--- src/rtl/hni_pkg.sv ---
package hni_pkg;
  typedef enum logic [2:0] {
    S_IDLE  = 3'd0,
    S_STAT  = 3'd1,
    S_FIRST = 3'd2,
    S_WR    = 3'd3,
    S_PWAIT = 3'd4,
    S_PAR   = 3'd5,
    S_RD    = 3'd6
  } hni_state_t;
endpackage

--- src/rtl/hni_sync.sv ---
module hni_sync #(
  parameter int unsigned W      = 1,
  parameter int unsigned STAGES = 2,
  parameter logic [W-1:0] RST   = '0
) (
  input  logic         clk,
  input  logic         rst_n,
  input  logic [W-1:0] d,
  output logic [W-1:0] q
);
  logic [W-1:0] stg [STAGES];

  for (genvar g = 0; g < STAGES; g++) begin : g_stage
    if (g == 0) begin : g_first
      always_ff @(posedge clk or negedge rst_n) begin
        if (!rst_n) stg[0] <= RST;
        else        stg[0] <= d;
      end
    end else begin : g_next
      always_ff @(posedge clk or negedge rst_n) begin
        if (!rst_n) stg[g] <= RST;
        else        stg[g] <= stg[g-1];
      end
    end
  end

  assign q = stg[STAGES-1];
endmodule

--- src/rtl/hni_fsm.sv ---
module hni_fsm
  import hni_pkg::*;
#(
  parameter int unsigned NIB = 4,
  parameter logic [NIB-1:0] EXT_CMD = 'h7
) (
  input  logic             clk,
  input  logic             rst_n,
  input  logic             sel_act,
  input  logic             h_rise,
  input  logic             h_fall,
  input  logic [NIB-1:0]   nib,
  input  logic [NIB-1:0]   status,
  input  logic [NIB-1:0]   rd_nib,
  output logic [NIB-1:0]   bus_out,
  output logic             bus_oe,
  output logic             wr_en,
  output logic [2*NIB-1:0] wr_cmd,
  output logic [2*NIB-1:0] wr_data,
  output logic [2*NIB-1:0] wr_ext,
  output logic             wr_ext_vld,
  output logic [NIB-2:0]   rd_sel,
  output logic             rd_pop
);
  localparam int unsigned BYTE    = 2 * NIB;
  localparam int unsigned MAX_NIB = 6;
  localparam int unsigned SH_W    = MAX_NIB * NIB;
  localparam int unsigned CW      = $clog2(MAX_NIB + 1);
  localparam logic [CW-1:0] LAST_STD = CW'(4);
  localparam logic [CW-1:0] LAST_EXT = CW'(MAX_NIB);

  hni_state_t      st, st_n;
  logic [CW-1:0]   cnt, cnt_n;
  logic [SH_W-1:0] sh, sh_n;
  logic [NIB-1:0]  par, par_n, out_n;
  logic            ext, ext_n, oe_n, wr_n, pop_n;
  logic [NIB-2:0]  sel_n;

  always_comb begin
    st_n  = st;
    cnt_n = cnt;
    sh_n  = sh;
    par_n = par;
    ext_n = ext;
    out_n = bus_out;
    oe_n  = bus_oe;
    sel_n = rd_sel;
    wr_n  = 1'b0;
    pop_n = 1'b0;
    if (!sel_act) begin
      st_n = S_IDLE;
      oe_n = 1'b0;
    end else begin
      unique case (st)
        S_IDLE: begin
          st_n  = S_STAT;
          oe_n  = 1'b1;
          out_n = status;
          cnt_n = '0;
          par_n = '0;
          ext_n = 1'b0;
        end
        S_STAT: begin
          out_n = status;
          if (h_rise) begin
            st_n = S_FIRST;
            oe_n = 1'b0;
          end
        end
        S_FIRST: if (h_rise) begin
          if (nib[NIB-1]) begin
            st_n  = S_RD;
            sel_n = nib[NIB-2:0];
          end else begin
            st_n  = S_WR;
            sh_n  = {{(SH_W-NIB){1'b0}}, nib};
            par_n = nib;
            cnt_n = CW'(1);
            ext_n = (nib == EXT_CMD);
          end
        end
        S_WR: if (h_rise) begin
          sh_n  = {sh[SH_W-NIB-1:0], nib};
          par_n = par ^ nib;
          cnt_n = cnt + 1'b1;
          if (cnt_n == (ext ? LAST_EXT : LAST_STD)) begin
            st_n = S_PWAIT;
            wr_n = 1'b1;
          end
        end
        S_PWAIT: if (h_fall) begin
          st_n  = S_PAR;
          out_n = par;
          oe_n  = 1'b1;
        end
        S_PAR: ;
        S_RD: if (h_fall) begin
          out_n = rd_nib;
          oe_n  = 1'b1;
          pop_n = 1'b1;
        end
        default: st_n = S_IDLE;
      endcase
    end
  end

  always_ff @(posedge clk or negedge rst_n) begin
    if (!rst_n) begin
      st      <= S_IDLE;
      cnt     <= '0;
      sh      <= '0;
      par     <= '0;
      ext     <= 1'b0;
      bus_out <= '0;
      bus_oe  <= 1'b0;
      rd_sel  <= '0;
      wr_en   <= 1'b0;
      rd_pop  <= 1'b0;
    end else begin
      st      <= st_n;
      cnt     <= cnt_n;
      sh      <= sh_n;
      par     <= par_n;
      ext     <= ext_n;
      bus_out <= out_n;
      bus_oe  <= oe_n;
      rd_sel  <= sel_n;
      wr_en   <= wr_n;
      rd_pop  <= pop_n;
    end
  end

  always_ff @(posedge clk or negedge rst_n) begin
    if (!rst_n) begin
      wr_cmd     <= '0;
      wr_data    <= '0;
      wr_ext     <= '0;
      wr_ext_vld <= 1'b0;
    end else if (wr_n) begin
      wr_cmd     <= ext ? sh_n[3*BYTE-1:2*BYTE] : sh_n[2*BYTE-1:BYTE];
      wr_data    <= ext ? sh_n[2*BYTE-1:BYTE]   : sh_n[BYTE-1:0];
      wr_ext     <= ext ? sh_n[BYTE-1:0]        : '0;
      wr_ext_vld <= ext;
    end
  end
endmodule

--- src/rtl/host_nib_if.sv ---
module host_nib_if #(
  parameter int unsigned NIB = 4,
  parameter int unsigned SYNC_STAGES = 2,
  parameter logic [NIB-1:0] EXT_CMD = 'h7
) (
  input  logic             clk,
  input  logic             rst_n,
  input  logic             hclk,
  input  logic             cs_n,
  input  logic [NIB-1:0]   bus_in,
  output logic [NIB-1:0]   bus_out,
  output logic             bus_oe,
  input  logic [NIB-1:0]   status,
  output logic             wr_en,
  output logic [2*NIB-1:0] wr_cmd,
  output logic [2*NIB-1:0] wr_data,
  output logic [2*NIB-1:0] wr_ext,
  output logic             wr_ext_vld,
  output logic [NIB-2:0]   rd_sel,
  input  logic [NIB-1:0]   rd_nib,
  output logic             rd_pop
);
  logic           hclk_s, hclk_d, cs_s;
  logic [NIB-1:0] nib_s;

  hni_sync #(.W(1), .STAGES(SYNC_STAGES), .RST(1'b0)) u_hclk_sync (
    .clk(clk), .rst_n(rst_n), .d(hclk), .q(hclk_s));
  hni_sync #(.W(1), .STAGES(SYNC_STAGES), .RST(1'b1)) u_cs_sync (
    .clk(clk), .rst_n(rst_n), .d(cs_n), .q(cs_s));
  hni_sync #(.W(NIB), .STAGES(SYNC_STAGES), .RST('0)) u_bus_sync (
    .clk(clk), .rst_n(rst_n), .d(bus_in), .q(nib_s));

  always_ff @(posedge clk or negedge rst_n) begin
    if (!rst_n) hclk_d <= 1'b0;
    else        hclk_d <= hclk_s;
  end

  hni_fsm #(.NIB(NIB), .EXT_CMD(EXT_CMD)) u_fsm (
    .clk(clk), .rst_n(rst_n),
    .sel_act(~cs_s),
    .h_rise(hclk_s & ~hclk_d),
    .h_fall(~hclk_s & hclk_d),
    .nib(nib_s), .status(status), .rd_nib(rd_nib),
    .bus_out(bus_out), .bus_oe(bus_oe),
    .wr_en(wr_en), .wr_cmd(wr_cmd), .wr_data(wr_data),
    .wr_ext(wr_ext), .wr_ext_vld(wr_ext_vld),
    .rd_sel(rd_sel), .rd_pop(rd_pop));
endmodule

--- config.mk ---
export PLATFORM = sky130hd
export DESIGN_NAME = host_nib_if
export DESIGN_NICKNAME = d
export VERILOG_FILES = /design/src/rtl/hni_pkg.sv /design/src/rtl/hni_sync.sv /design/src/rtl/hni_fsm.sv /design/src/rtl/host_nib_if.sv
export SDC_FILE = /design/constraint.sdc
export NUM_CORES = 1
export LEC_CHECK = 0
export ABC_AREA = 1
export BUFFER_PORTS_ARGS = -buffer_cell sky130_fd_sc_hd__buf_4
export CORE_MARGIN = 2
export CORE_UTILIZATION = 29
export CTS_CLUSTER_SIZE = 10
export DETAILED_ROUTE_END_ITERATION = 7
export GPL_TIMING_DRIVEN = 0
export SETUP_SLACK_MARGIN = 0.5
export SLEW_MARGIN = 20
export SYNTH_ARGS = -nofsm -noshare
export SYNTH_HDL_FRONTEND = slang
export SYNTH_SLANG_ARGS = --single-unit
--- constraint.sdc ---
create_clock -name clk -period 1.8 [get_ports clk]
set_input_delay 0.27 -clock clk [delete_from_list [all_inputs] [get_ports clk]]
set_output_delay 0.27 -clock clk [all_outputs]
set_load 0.1 [all_outputs]
==> results.py <==
metrics = {
    "worst_setup_path": {
        "crit_path_max_incr_delay_ns": 0.41,
        "cp.required_ns": 2.08,
        "cp_top_family": "simple AND/OR/NAND/NOR gates",
        "cp_slowest_cell": "dfrtp_1",
        "critPathBufInv": 2,
        "crit_chain": "ha_4 > inv_2 > nand2_2 > nand2_2 > nor2_4 > nand3_4 > nor2_4 > buf_6 > nand2_1 > nand2_1",
        "crit_type": "register to register",
        "critPathCaptureType": "register",
        "cp-start-kind": "register",
        "critPathArrivalTime_ns": 2.00,
        "critPathMaxFanout": 7,
    },
    "yosys": {
        "synth_seq_cells": 83,
        "synth_ff_type": "dfrtp_1",
        "synth_cells": 427,
        "synthTopCellsByCount": "nand2_1 (193), dfrtp_1 (81), nand3_1 (35)",
        "synth-async-reset-ratio": 1.00,
        "seq_area_frac_synth": 0.577,
        "netlist_area_um2": 3600,
        "ys_warn_count": 0,
        "synth_top_area_cell": "dfrtp_1",
        "synth_fp_nets": 444,
        "synth_edf_count": 0,
        "avgSynthCellArea_um2": 8.44,
        "synthMostInstantiatedCell": "nand2_1",
        "synth_area_leaders": "dfrtp_1 (56%), nand2_1 (20%), nand3_1 (4.9%)",
        "ys_types": 25,
        "yosys.area.top_type_share": 0.562,
    },
    "routing": {
        "vias_per_cell": 4.78,
        "wl_per_cell_um": 15.0,
        "num_vias": 3362,
        "first_pass_iters": 4,
        "route.final.wire_length_um": 10600,
        "drc_errors": 0,
        "drtIter0Drc": 216,
        "postRouteAntennaNets": 0,
    },
    "global_route": {
        "overflow": 0,
        "grt_usage": 0.144,
        "grt_max_degree": 84,
        "antenna_found_initial": 0,
        "grt_pass1_vias": 3114,
        "grt_pass1_wl_um": 15100,
    },
    "sta": {
        "fin_skew_ns": 0.00759,
        "post-route-period-util": 0.953,
        "finalCriticalPeriod_ns": 1.72,
        "relSlewSlack": 0.500,
        "max_freq_mhz": 583,
        "finalHoldViolations": 30,
        "setup_viol": 0,
        "rsz0062_at_grt": "true",
        "worst_pin_slew_ns": 0.750,
        "whs_ns": -0.0282,
        "drv_slew": 0,
    },
    "cells_and_area": {
        "nets": 549,
        "final.fill_count": 1068,
        "area_growth_pct": 56.3,
        "n_antenna_cell": 0,
        "design_area_um2": 5630,
        "fin_util": 0.467,
        "register_area_um2": 2080,
        "drive_gt1_frac": 0.485,
        "multi_input_area_um2": 1930,
    },
    "clocking": {
        "clk_latency_ns": 0.34,
        "clkTransAtPathRegs_ns": 0.06,
        "cts-root-buf": "clkbuf_16",
        "clk_path_buf_depth": 2,
        "htree_levels": 3,
        "cts_sinks": 83,
        "postCtsHoldBufs": 0,
        "cts_made_buffers": 9,
        "cts_tree": "done",
    },
    "place": {
        "place_area_um2": 4240,
        "gp_congestion": 0.849,
        "hpwlAfterDp_um": 5960,
        "io_buffers": 50,
    },
    "die": {
        "core-area_um2": 12100,
        "start_util": 0.299,
        "fp.dieH_um": 115,
        "io_pins": 51,
        "die_w_um": 115,
        "rows": 40,
        "dieArea_um2": 13300,
    },
    "flow_run": {
        "drv_cap": 0,
    },
    "run_status": {
        "status": "finished, violations left",
        "violations": "negative hold slack",
    },
    "power": {
        "leakagePower_nw": 2.98,
        "power_density_nw_per_um2": 1220,
        "ir_drop_mv": 0.742,
        "p_total_mw": 6.87,
    },
    "hold_path": {
        "hp-class": "primary input to asynchronous set/reset pin",
    },
}
-- worst register-to-register path, stage by stage (launching register included) --
cell     delay (ns)
dfrtp_1        0.41
ha_4           0.30
inv_2          0.04
nand2_2        0.05
nand2_2        0.07
nor2_4         0.10
nand3_4        0.14
nor2_4         0.25
buf_6          0.18
nand2_1        0.07
nand2_1        0.06
-- power by group --
group	internal, mW	switching [mW]	total (mW)
registers	2.11	0.197	2.30
logic	0.912	1.78	2.69
clock network	1.15	0.730	1.88
total	4.17	2.70	6.87
-- what timing repair did --
item / CTS / global route
hold endpoints to repair: 0 / 0
pin swaps: 18 / 38
buffers inserted: 21 / 17
gates resized for setup: 66 / 152
setup endpoints to repair: 70 / 74
cloned: 2 / 4
-- layout by cell type, fill, tap and decap left out, types with 5 or more instances in the layout --
master,netlist,layout
o21ai_1,2,13
nand2_2,2,46
nor2_1,13,7
nand2_4,0,24
nand4_1,9,9
nand3_1,35,15
buf_4,3,65
nand2_1,193,124
dfrtp_1,81,77
inv_1,27,19
clkbuf_16,0,10
nand3_2,2,18
o21ai_2,0,5
nand3_4,2,6
buf_6,1,33
nor2_4,3,10
inv_2,4,10
-- registers in the layout, indices dropped and copies added (netlist names), 3 cells and up --
| register | flops |
|---|---|
| u_fsm.sh | 24 |
| u_fsm.wr_cmd | 8 |
| u_fsm.wr_data | 8 |
| u_fsm.wr_ext | 8 |
| u_bus_sync.q | 4 |
| u_bus_sync.stg | 4 |
| u_fsm.bus_out | 4 |
| u_fsm.par | 4 |
| u_fsm.cnt | 3 |
| u_fsm.rd_sel | 3 |
| u_fsm.st | 3 |
-- area by class of cell --
class	instances	area share
Buffer	12	0.0222
Clock buffer	12	0.0455
Clock inverter	3	0.00822
Inverter	32	0.0244
Multi-Input combinational cell	301	0.343
Sequential cell	83	0.370
Tap cell	168	0.0373
Timing Repair Buffer	92	0.147
Timing Repair inverter	1	0.00289
-- per-layer routing --
layer / share of wire / up-vias / track usage
met1: 0.41 / 1685 / 0.188
met5: 0 / - / 0
met3: 0.050 / 16 / 0.0288
li1: - / 1574 / -
met2: 0.52 / 87 / 0.235
met4: 0.022 / 0 / 0.0627
-- cells by family after synthesis --
kind of cell             synth area share
adder cells (fa/ha/maj)           0.00347
buffers and inverters              0.0535
AND/OR/NAND/NOR                     0.313
XOR/XNOR                          0.00486
flip-flops                          0.577
AO/OA/AOI/OAI                      0.0479
-- stage by stage --
| stage | instances | setup slack (ns) | hold WS [ns] | TNS, ns |
|---|---|---|---|---|
| final | 704 | 0.0839 | -0.0282 | 0 |
| after global routing | 704 | -0.00437 | 0.0329 | -0.00437 |
| after CTS | 683 | 0.0646 | 0.0272 | 0 |
| after detailed placement | 645 | -0.0998 | 0.339 | -0.883 |
| after global placement | 645 | -0.0630 | 0.334 | -0.490 |
| after floorplan | 427 | 0.210 | -0.0256 | 0 |
-- final timing paths --
check,from,endpoint,slack [ns],cells past startpoint
min in group clk,bus_in[2],u_bus_sync.stg[6],0.04,1
hold / removal,rst_n,u_fsm.bus_out[2],-0.03,1
setup reg to reg,u_fsm.cnt[1],u_fsm.wr_ext[2],0.08,10
max in group asynchronous,rst_n,u_fsm.cnt[0],1.30,1
hold reg to reg,u_bus_sync.stg[7],u_bus_sync.q[3],0.35,0
setup / recovery,u_fsm.cnt[1],u_fsm.wr_ext[2],0.08,10
Power figures use the tool's default switching activity.
